**config.mk**
```make
export PLATFORM = sky130hd
export DESIGN_NAME = sertx_irq_unit
export DESIGN_NICKNAME = d
export VERILOG_FILES = /design/src/rtl/sertx_pkg.sv /design/src/rtl/sertx_regs.sv /design/src/rtl/sertx_shifter.sv /design/src/rtl/sertx_irq.sv /design/src/rtl/sertx_irq_unit.sv
export SDC_FILE = /design/constraint.sdc
export NUM_CORES = 1
export LEC_CHECK = 0
export ABC_CLOCK_PERIOD_IN_PS = 2170
export BUFFER_PORTS_ARGS = -buffer_cell sky130_fd_sc_hd__buf_2
export CAP_MARGIN = 0
export CORE_AREA = 10 10 71 73
export CTS_CLUSTER_DIAMETER = 200
export DETAILED_ROUTE_END_ITERATION = 10
export DIE_AREA = 0 0 81 83
export PLACE_DENSITY = 0.8
export SLEW_MARGIN = 30
export SYNTH_ARGS = -nofsm -noshare
export SYNTH_HDL_FRONTEND = slang
export SYNTH_SLANG_ARGS = --single-unit
export TNS_END_PERCENT = 100
```
**constraint.sdc**
```tcl
create_clock -name clk -period 2.17 [get_ports clk]
set_input_delay 0.217 -clock clk [delete_from_list [all_inputs] [get_ports clk]]
set_output_delay 0.217 -clock clk [all_outputs]
set_load 0.02 [all_outputs]
```
**src/rtl/sertx_pkg.sv**
```systemverilog
package sertx_pkg;

    typedef enum logic [1:0] {
        ST_IDLE,
        ST_START,
        ST_DATA,
        ST_STOP
    } tx_state_t;

    localparam logic [1:0] ADDR_DATA = 2'd0;
    localparam logic [1:0] ADDR_CTRL = 2'd1;
    localparam logic [1:0] ADDR_STAT = 2'd2;

    // Control word: the bit positions are visible to software.
    typedef struct packed {
        logic port_dat;  // bit 6
        logic port_dir;  // bit 5
        logic ie_err;    // bit 4
        logic ie_rxf;    // bit 3
        logic ie_tend;   // bit 2
        logic ie_txe;    // bit 1
        logic tx_en;     // bit 0
    } ctrl_t;

    localparam int CTRL_W = $bits(ctrl_t);

endpackage

```
**src/rtl/sertx_regs.sv**
```systemverilog
module sertx_regs
    import sertx_pkg::*;
#(
    parameter int DATA_W = 8
) (
    input  logic              clk,
    input  logic              rst_n,
    input  logic              wr_en,
    input  logic [1:0]        wr_addr,
    input  logic [DATA_W-1:0] wr_data,
    input  logic              load,
    input  logic              finish,
    output logic [DATA_W-1:0] hold_byte,
    output logic              tdre,
    output logic              tend,
    output ctrl_t             ctrl
);

    logic data_wr;
    logic stat_wr;
    logic ctrl_wr;

    assign data_wr = wr_en && (wr_addr == ADDR_DATA);
    assign stat_wr = wr_en && (wr_addr == ADDR_STAT);
    assign ctrl_wr = wr_en && (wr_addr == ADDR_CTRL);

    always_ff @(posedge clk or negedge rst_n) begin
        if (!rst_n) begin
            hold_byte <= '0;
            ctrl      <= '0;
        end else begin
            if (data_wr) hold_byte <= wr_data;
            if (ctrl_wr) ctrl <= ctrl_t'(wr_data[CTRL_W-1:0]);
        end
    end

    // A data write wins over a load in the same cycle.
    always_ff @(posedge clk or negedge rst_n) begin
        if (!rst_n)       tdre <= 1'b1;
        else if (data_wr) tdre <= 1'b0;
        else if (load)    tdre <= 1'b1;
    end

    always_ff @(posedge clk or negedge rst_n) begin
        if (!rst_n)                          tend <= 1'b1;
        else if (data_wr)                    tend <= 1'b0;
        else if (stat_wr && !wr_data[1])     tend <= 1'b0;
        else if (finish)                     tend <= 1'b1;
    end

    assert_wr_clears_R5: assert property (@(posedge clk) disable iff (!rst_n)
        data_wr |=> (!tdre && !tend));

    assert_tend_from_stop_R9: assert property (@(posedge clk) disable iff (!rst_n)
        $rose(tend) |-> $past(finish));

    assert_stat_keeps_empty_R12: assert property (@(posedge clk) disable iff (!rst_n)
        (stat_wr && tdre && !load) |=> tdre);

endmodule

```
**src/rtl/sertx_shifter.sv**
```systemverilog
module sertx_shifter
    import sertx_pkg::*;
#(
    parameter int DATA_W = 8,
    parameter int OVS    = 16
) (
    input  logic              clk,
    input  logic              rst_n,
    input  logic              tx_en,
    input  logic              baud_tick,
    input  logic              pending,
    input  logic [DATA_W-1:0] hold_byte,
    output logic              load,
    output logic              finish,
    output logic              line_bit,
    output tx_state_t         state
);

    localparam int CNT_W = (OVS > 1) ? $clog2(OVS) : 1;
    localparam int IDX_W = (DATA_W > 1) ? $clog2(DATA_W) : 1;
    localparam logic [CNT_W-1:0] CNT_LAST = CNT_W'(OVS - 1);
    localparam logic [IDX_W-1:0] IDX_LAST = IDX_W'(DATA_W - 1);

    tx_state_t         state_n;
    logic [CNT_W-1:0]  cnt, cnt_n;
    logic [IDX_W-1:0]  idx, idx_n;
    logic [DATA_W-1:0] sh, sh_n;
    logic              bit_end;

    assign bit_end = baud_tick && (cnt == CNT_LAST);

    always_ff @(posedge clk or negedge rst_n) begin
        if (!rst_n) begin
            state <= ST_IDLE;
            cnt   <= '0;
            idx   <= '0;
            sh    <= '0;
        end else begin
            state <= state_n;
            cnt   <= cnt_n;
            idx   <= idx_n;
            sh    <= sh_n;
        end
    end

    always_comb begin
        state_n = state;
        cnt_n   = cnt;
        idx_n   = idx;
        sh_n    = sh;
        load    = 1'b0;
        finish  = 1'b0;
        if (!tx_en) begin
            state_n = ST_IDLE;
            cnt_n   = '0;
            idx_n   = '0;
        end else begin
            unique case (state)
                ST_IDLE: begin
                    if (pending) begin
                        load    = 1'b1;
                        sh_n    = hold_byte;
                        cnt_n   = '0;
                        state_n = ST_START;
                    end
                end
                ST_START: begin
                    if (bit_end) begin
                        cnt_n   = '0;
                        idx_n   = '0;
                        state_n = ST_DATA;
                    end else if (baud_tick) begin
                        cnt_n = cnt + 1'b1;
                    end
                end
                ST_DATA: begin
                    if (bit_end) begin
                        cnt_n = '0;
                        sh_n  = sh >> 1;
                        if (idx == IDX_LAST) state_n = ST_STOP;
                        else                 idx_n   = idx + 1'b1;
                    end else if (baud_tick) begin
                        cnt_n = cnt + 1'b1;
                    end
                end
                ST_STOP: begin
                    if (bit_end) begin
                        cnt_n = '0;
                        if (pending) begin
                            load    = 1'b1;
                            sh_n    = hold_byte;
                            state_n = ST_START;
                        end else begin
                            finish  = 1'b1;
                            state_n = ST_IDLE;
                        end
                    end else if (baud_tick) begin
                        cnt_n = cnt + 1'b1;
                    end
                end
                default: state_n = ST_IDLE;
            endcase
        end
    end

    always_comb begin
        unique case (state)
            ST_IDLE:  line_bit = 1'b1;
            ST_START: line_bit = 1'b0;
            ST_DATA:  line_bit = sh[0];
            ST_STOP:  line_bit = 1'b1;
            default:  line_bit = 1'b1;
        endcase
    end

    assert_load_prompt_R6: assert property (@(posedge clk) disable iff (!rst_n)
        (state == ST_IDLE && tx_en && pending) |=> (state == ST_START));

    assert_no_tick_hold_R7: assert property (@(posedge clk) disable iff (!rst_n)
        (tx_en && !baud_tick && state != ST_IDLE) |=> $stable(state));

    assert_abort_idle_R10: assert property (@(posedge clk) disable iff (!rst_n)
        !tx_en |=> (state == ST_IDLE));

    assert_chain_R8: assert property (@(posedge clk) disable iff (!rst_n)
        (state == ST_STOP && bit_end && pending && tx_en) |=> (state == ST_START));

endmodule

```
**src/rtl/sertx_irq.sv**
```systemverilog
module sertx_irq (
    input  logic clk,
    input  logic rst_n,
    input  logic tdre,
    input  logic tend,
    input  logic rx_full,
    input  logic rx_ovr,
    input  logic rx_frm,
    input  logic rx_par,
    input  logic ie_txe,
    input  logic ie_tend,
    input  logic ie_rxf,
    input  logic ie_err,
    output logic irq_txe,
    output logic irq_tend,
    output logic irq_rxf,
    output logic irq_err
);

    logic any_err;

    assign any_err  = rx_ovr | rx_frm | rx_par;
    assign irq_txe  = tdre & ie_txe;
    assign irq_tend = tend & ie_tend;
    assign irq_rxf  = rx_full & ie_rxf;
    assign irq_err  = any_err & ie_err;

    assert_refire_R4: assert property (@(posedge clk) disable iff (!rst_n)
        ($rose(rx_frm) && ie_err) |-> irq_err);

    assert_txe_gate_R2: assert property (@(posedge clk) disable iff (!rst_n)
        irq_txe |-> (tdre && ie_txe));

    assert_tend_gate_R3: assert property (@(posedge clk) disable iff (!rst_n)
        irq_tend |-> (tend && ie_tend));

endmodule

```
**src/rtl/sertx_irq_unit.sv**
```systemverilog
module sertx_irq_unit
    import sertx_pkg::*;
#(
    parameter int DATA_W = 8,
    parameter int OVS    = 16
) (
    input  logic              clk,
    input  logic              rst_n,
    input  logic              baud_tick,
    input  logic              wr_en,
    input  logic [1:0]        wr_addr,
    input  logic [DATA_W-1:0] wr_data,
    input  logic [1:0]        rd_addr,
    output logic [DATA_W-1:0] rd_data,
    input  logic              rx_full,
    input  logic              rx_ovr,
    input  logic              rx_frm,
    input  logic              rx_par,
    output logic              txd_o,
    output logic              txd_oe,
    output logic              irq_rxf,
    output logic              irq_txe,
    output logic              irq_tend,
    output logic              irq_err
);

    logic [DATA_W-1:0] hold_byte;
    logic              tdre;
    logic              tend;
    ctrl_t             ctrl;
    logic              load;
    logic              finish;
    logic              line_bit;
    tx_state_t         state;

    sertx_regs #(.DATA_W(DATA_W)) u_regs (
        .clk       (clk),
        .rst_n     (rst_n),
        .wr_en     (wr_en),
        .wr_addr   (wr_addr),
        .wr_data   (wr_data),
        .load      (load),
        .finish    (finish),
        .hold_byte (hold_byte),
        .tdre      (tdre),
        .tend      (tend),
        .ctrl      (ctrl)
    );

    sertx_shifter #(.DATA_W(DATA_W), .OVS(OVS)) u_shift (
        .clk       (clk),
        .rst_n     (rst_n),
        .tx_en     (ctrl.tx_en),
        .baud_tick (baud_tick),
        .pending   (!tdre),
        .hold_byte (hold_byte),
        .load      (load),
        .finish    (finish),
        .line_bit  (line_bit),
        .state     (state)
    );

    sertx_irq u_irq (
        .clk      (clk),
        .rst_n    (rst_n),
        .tdre     (tdre),
        .tend     (tend),
        .rx_full  (rx_full),
        .rx_ovr   (rx_ovr),
        .rx_frm   (rx_frm),
        .rx_par   (rx_par),
        .ie_txe   (ctrl.ie_txe),
        .ie_tend  (ctrl.ie_tend),
        .ie_rxf   (ctrl.ie_rxf),
        .ie_err   (ctrl.ie_err),
        .irq_txe  (irq_txe),
        .irq_tend (irq_tend),
        .irq_rxf  (irq_rxf),
        .irq_err  (irq_err)
    );

    // Pin selection: shifter when enabled, port level otherwise.
    always_comb begin
        if (ctrl.tx_en) begin
            txd_o  = line_bit;
            txd_oe = 1'b1;
        end else begin
            txd_o  = ctrl.port_dat;
            txd_oe = ctrl.port_dir;
        end
    end

    always_comb begin
        rd_data = '0;
        unique case (rd_addr)
            ADDR_DATA: rd_data = hold_byte;
            ADDR_CTRL: rd_data[CTRL_W-1:0] = ctrl;
            ADDR_STAT: rd_data[5:0] = {rx_par, rx_frm, rx_ovr, rx_full, tend, tdre};
            default:   rd_data = '0;
        endcase
    end

    assert_idle_mark_R11: assert property (@(posedge clk) disable iff (!rst_n)
        (ctrl.tx_en && state == ST_IDLE) |-> (txd_o && txd_oe));

    assert_start_low_R7: assert property (@(posedge clk) disable iff (!rst_n)
        (ctrl.tx_en && state == ST_START) |-> !txd_o);

    assert_port_level_R10: assert property (@(posedge clk) disable iff (!rst_n)
        (!ctrl.tx_en && state != ST_IDLE) |-> (txd_o == ctrl.port_dat));

endmodule

```
==> results.py, run 1 <==
metrics = {
    "cts": {
        "cts_tree": "done",
        "clk_latency_ns": 0.29,
        "cts_root_buf": "clkbuf_8",
        "htree_levels": 2,
        "clk_pin_slew_worst_paths_ns": 0.07,
        "cts_buffer_depth": 2,
        "cts_hold_buf": 0,
        "cts_buffers": 5,
        "clkSinkCount": 34,
    },
    "critical_path": {
        "slowest_stage": "a222oi_1",
        "setup.worst_path.class": "reg -> reg",
        "crit_start": "u_shift.state[0]",
        "path_cells": "inv_1 -> ha_4 -> or3_1 -> a222oi_1 -> mux2i_1",
        "cp-end-kind": "flip-flop",
        "critPathRequiredTime_ns": 2.39,
        "crit_family": "compound AO/OA/AOI/OAI gates",
        "worst-path-buf-inv": 1,
        "cpPeakStageDelay_ns": 0.52,
        "arrival_ns": 2.22,
        "rr_startpoint": "u_shift.state[0]",
        "critPathMaxFanout": 9,
        "startpoint_type": "flip-flop",
    },
    "global_route": {
        "grt_max_degree": 35,
        "grt_most_used_layer": "met2",
        "grt_pass1_vias": 1517,
        "grt_pass1_wl_um": 7107,
        "use_met2_pct": 21.18,
        "globalRouteOverflowTotal": 0,
        "track_usage_pct": 13.14,
        "met3_usage_pct": 5.388,
        "antenna_found_initial": 0,
        "grt.met1_usage_pct": 15.25,
    },
    "routing": {
        "ant_nets": 0,
        "viasPerCell": 5.713,
        "wirelength_um": 4218,
        "drc": 0,
        "wire_per_inst_um": 16.35,
        "vias": 1474,
        "first_iter_violations": 48,
        "drt_first_pass_iters": 4,
    },
    "floorplan": {
        "initial_core_util_pct": 53.37,
        "fp.coreArea_um2": 3633,
        "io_pins": 34,
        "rows": 22,
        "die-width_um": 81,
        "die_y_um": 83,
        "die_area_um2": 6723,
    },
    "placement": {
        "dp_hpwl_um": 3236,
        "dp.cells": 249,
        "routabilityCongestion": 0.7989,
        "port_buffers": 33,
        "pre_cts_ws_ns": 0.04288,
    },
    "timing": {
        "slew_headroom_pct": 49.81,
        "max_freq_ghz": 0.5010,
        "grt_setup_unrepaired": "false",
        "layout_min_cycle_time_ns": 1.996,
        "worst_pin_slew_ns": 0.7529,
        "finalSetupTns_ns": 0,
        "whs_ns": -0.009373,
        "post-route-period-util_pct": 91.98,
        "finClkSkew_ns": 0.006073,
        "timing.final.max_slew_violations": 0,
        "setup_violations": 0,
        "setup_ws_ns": 0.1741,
        "timing.final.hold_violations": 31,
    },
    "cells_and_area": {
        "antenna_cells": 0,
        "drive_gt1_share_pct": 39.05,
        "fin_cells": 258,
        "final_core_util_pct": 62.74,
        "areaGrowthSynthToFinish_pct": 17.55,
        "final_net_count": 238,
    },
    "yosys": {
        "synthFlopType": "dfrtp_1",
        "synth_top_family_by_area": "multiplexers",
        "synth.avg_cell_area_um2": 11.34,
        "synth_fa_ha_area_share_pct": 5.806,
        "synthMostInstantiatedCell": "dfrtp_1",
        "syn_nets": 200,
        "synth_area_leaders": "dfrtp_1 41%, mux2_2 18%, ha_1 5.8%",
        "yosysTopAreaCell": "dfrtp_1",
        "yosysWarnings": 0,
        "synth_cells": 171,
        "seq_area_frac_synth_pct": 44.00,
        "ys_seq_elements": 34,
        "synth_top_area_share_pct": 41.29,
        "synthXorXnorAreaFrac_pct": 0,
        "netlist_area_um2": 1939,
        "async_reset_ff_share_pct": 100.0,
        "synth_enable_flop_cells": 0,
        "synthSimpleGateAreaFrac_pct": 13.81,
        "synthDistinctLibCells": 39,
        "muxShareOfSynthArea_pct": 22.65,
        "synth-compound-area-share_pct": 10.84,
        "synth_common_cells": "32 x dfrtp_1, 31 x mux2_2, 13 x nand2_1, 9 x ha_1, 9 x mux2i_1",
    },
    "power": {
        "peakVddDrop_uv": 528.6,
        "seqPwrFrac_pct": 42.0,
        "sw_frac_of_total_pct": 35.16,
        "clkPwrFrac_pct": 20.7,
        "combPwrFrac_pct": 37.3,
        "leakagePower_nw": 1.045,
        "intPower_mw": 1.469,
        "p_per_area_nw_per_um2": 993.7,
        "p_sw_mw": 0.7966,
    },
    "worst_hold_path": {
        "hp-class": "in -> async",
    },
    "outcome": {
        "violations": "negative hold slack",
        "outcome": "finished with violations",
    },
    "flow_run": {
        "drv_cap": 0,
    },
}
state kept, by name, summed over array words and instances (netlist names):
register and cells:
u_regs.ctrl 7, u_regs.hold_byte 8, u_regs.tdre 1, u_regs.tend 1, u_shift.cnt 4, u_shift.idx 3
u_shift.sh 8, u_shift.state 2
cell type report:
cell class,count,area [um2]
Timing Repair Buffer,37,207.7
Fill cell,330,1354
Tap cell,48,60.06
Clock inverter,3,21.27
Multi-Input combinational cell,124,1042
Clock buffer,5,68.82
Sequential cell,34,853.3
Inverter,7,26.28
placed cells by master (no fill, tap or decap), types with 2 or more instances in the layout:
cell       count
buf_2         33
inv_1          7
a31oi_1        2
ha_1           8
buf_4          3
mux2i_1        9
o21ai_0        7
a2bb2oi_1      2
clkbuf_8       5
nand3_1        4
nor2_1         3
dfrtp_1       32
nor2b_1        4
and2_1         5
nor3b_1        2
nand4_1        3
nand2b_1       3
o31ai_1        5
nand2_1       13
dfstp_2        2
a21oi_1        4
mux2_2        31
layer usage:
layer / up-vias / share of wire [%]
li1: 702 / -
met1: 726 / 43
met2: 39 / 49
met3: 7 / 6.4
met4: 0 / 1.2
met5: - / 0
power by group through the flow:
| stage | Clock, mW | Sequential (mW) | Combinational [mW] |
|---|---|---|---|
| 2_1_floorplan | 0 | 0.885 | 0.661 |
| 3_3_place_gp | 0 | 0.949 | 0.789 |
| 3_5_place_dp | 0 | 0.960 | 0.811 |
| 4_1_cts | 0.484 | 0.949 | 0.810 |
| 5_1_grt | 0.507 | 0.976 | 0.936 |
| 6_report | 0.468 | 0.953 | 0.845 |
final timing paths:
path | slack (ns) | endpoint | cells after the start
min reg2reg | 0.51 | u_shift.sh[1] | 1
max reg2reg | 0.17 | u_shift.state[1] | 5
min in group clk | 0.11 | u_regs.tend | 2
min | -0.009 | u_shift.state[1] | 1
max in group asynchronous | 1.70 | u_shift.idx[2] | 1
max | 0.17 | u_shift.state[1] | 5
stage by stage:
stage               area, um2  total power, mW
global route             2280            2.419
global placement         2157            1.738
floorplan                1939            1.546
finish                   2280            2.265
CTS                      2247            2.243
detailed placement       2157            1.772
cell families after synthesis:
group	count (synthesis)
mux	40
simple gates	47
compound gates	28
fa+ha+maj	9
buf+inv	13
flops	34
what timing repair did:
item,4_1_cts,5_1_grt
endpoints found under the setup margin,0,11
setup buffers,0,1
gates resized for setup,0,2
Note: power is estimated with default switching activity, not from simulation.
==> run 2: changes to the inputs <==
--- a/config.mk
+++ b/config.mk
@@ -13,6 +13,7 @@
 export DETAILED_ROUTE_END_ITERATION = 10
 export DIE_AREA = 0 0 81 83
 export PLACE_DENSITY = 0.8
+export RECOVER_POWER = 25
 export SLEW_MARGIN = 30
 export SYNTH_ARGS = -nofsm -noshare
 export SYNTH_HDL_FRONTEND = slang
==> run 2 against run 1 <==
- utilization is essentially flat
- final area is essentially flat
- sequential power is essentially flat
- the run ends with max-capacitance violations, max-slew violations left
- largest cell class unchanged
- global-route usage is the same
==> results.py, run 2 (synthesis results as in run 1) <==
metrics = {
    "cts": {
        "cts_root_buf": "clkbuf_8",
        "cts_tree": "done",
        "clk_pin_slew_worst_paths_ns": 0.07,
        "clk_latency_ns": 0.29,
        "cts_buffer_depth": 2,
        "htree_levels": 2,
        "cts_buffers": 5,
        "cts_hold_buf": 0,
        "clkSinkCount": 34,
    },
    "cells_and_area": {
        "final_net_count": 238,
        "ff_latch_area_um2": 853.3,
        "areaGrowthSynthToFinish_pct": 17.48,
        "num-fill-cells": 331,
        "antenna_cells": 0,
        "final_core_util_pct": 62.71,
        "multi_input_area_um2": 1042,
        "drive_gt1_share_pct": 38.57,
        "final_cell_mix": "32 x buf_2, 32 x dfrtp_1, 31 x mux2_2",
        "biggestRegsByFlops": "u_regs.hold_byte (8), u_shift.sh (8), u_regs.ctrl (7)",
    },
    "critical_path": {
        "critPathMaxFanout": 9,
        "critPathRequiredTime_ns": 2.39,
        "arrival_ns": 2.22,
        "worst-path-buf-inv": 1,
        "path_cells": "inv_1 -> ha_4 -> or3_1 -> a222oi_1 -> mux2i_1",
        "startpoint_type": "flip-flop",
        "setup.worst_path.class": "reg -> reg",
        "cp-end-kind": "flip-flop",
        "cpPeakStageDelay_ns": 0.52,
        "slowest_stage": "a222oi_1",
        "crit_family": "compound AO/OA/AOI/OAI gates",
    },
    "timing": {
        "setup_violations": 0,
        "grt_setup_unrepaired": "false",
        "finalSetupTns_ns": 0,
        "timing.final.max_slew_violations": 35,
        "timing.final.hold_violations": 0,
        "post-route-period-util_pct": 91.98,
        "max_freq_ghz": 0.5010,
        "layout_min_cycle_time_ns": 1.996,
        "finClkSkew_ns": 0.006073,
        "slew_headroom_pct": -19.93,
        "worst_pin_slew_ns": 1.799,
    },
    "routing": {
        "met2_length_um": 2071,
        "drt_first_pass_iters": 4,
        "first_iter_violations": 48,
        "vias": 1474,
        "top_layer": "met4",
        "ant_nets": 0,
        "wl_met1_um": 1825,
        "wirelength_um": 4216,
        "drc": 0,
        "dr_wl_met3_um": 268,
        "viasPerCell": 5.713,
        "wire_per_inst_um": 16.34,
    },
    "power": {
        "leakagePower_nw": 1.042,
        "p_per_area_nw_per_um2": 994.1,
        "peakVddDrop_uv": 528.6,
    },
    "outcome": {
        "outcome": "finished with violations",
        "violations": "max-capacitance violations, max-slew violations",
    },
    "global_route": {
        "globalRouteOverflowTotal": 0,
        "track_usage_pct": 13.14,
        "grt_pass1_wl_um": 7107,
        "grt_pass1_vias": 1517,
        "grt_max_degree": 35,
        "antenna_found_initial": 0,
    },
    "placement": {
        "port_buffers": 33,
        "dp_hpwl_um": 3236,
        "routabilityCongestion": 0.7989,
    },
    "floorplan": {
        "die_area_um2": 6723,
        "die_y_um": 83,
        "fp.coreArea_um2": 3633,
        "io_pins": 34,
        "initial_core_util_pct": 53.37,
        "rows": 22,
        "die-width_um": 81,
    },
    "worst_hold_path": {
        "hp-class": "in -> reg",
    },
    "flow_run": {
        "drv_cap": 1,
    },
}
-- run 2: changes by cell type in the layout (fill, tap and decap cells not counted), sizes merged --
cell	previous run	this run
buf	37	36
clkbuf	5	6
-- run 2: power breakdown --
part / switching (mW) / internal (mW) / leakage (nW) / total (mW)
Clock: 0.243 / 0.225 / 0.0441 / 0.468
Sequential: 0.151 / 0.802 / 0.419 / 0.953
Combinational: 0.403 / 0.442 / 0.579 / 0.845
-- run 2: final timing paths --
kind                            slack (ns)        startpoint  cells after the start               end
worst min register to register        0.51     u_shift.sh[1]                      1     u_shift.sh[1]
worst max register to register        0.17  u_shift.state[0]                      5  u_shift.state[1]
max in group asynchronous             0.73             rst_n                      1    u_shift.idx[2]
worst max-delay path                  0.17  u_shift.state[0]                      5  u_shift.state[1]
worst min-delay path                  0.11             wr_en                      2       u_regs.tend
min in group asynchronous             0.40             rst_n                      1  u_shift.state[1]
-- run 2: repair_timing --
item,CTS,global route
endpoints found under the setup margin,0,11
setup buffers,0,1
resized for setup,0,2
-- run 2: final cells by class --
class | instances | share of cell area [%]
well taps | 48 | 2.636
repair buffers | 37 | 9.061
clock buffers | 5 | 3.020
multi-input cells | 124 | 45.74
inverters | 7 | 1.153
flip-flops and latches | 34 | 37.45
clock inverters | 3 | 0.9336
-- run 2: metal layers --
| metal | vias up | GRT usage (%) |
|---|---|---|
| met1 | 726 | 15.25 |
| met2 | 39 | 21.18 |
| met5 | - | 0 |
| met3 | 7 | 5.388 |
| met4 | 0 | 4.225 |
| li1 | 702 | - |
-- run 2: stage by stage --
stage	hold slack (ns)	setup slack, ns	instances	cell area, um2	total power [mW]
2_1_floorplan	-0.07859	0.1908	171	1939	1.546
3_5_place_dp	0.3295	0.04288	249	2157	1.772
6_report	0.1063	0.1741	258	2278	2.265
4_1_cts	0.009841	0.03594	257	2247	2.243
5_1_grt	0.1064	0.04940	258	2278	2.419
3_3_place_gp	0.3208	0.1122	249	2157	1.738
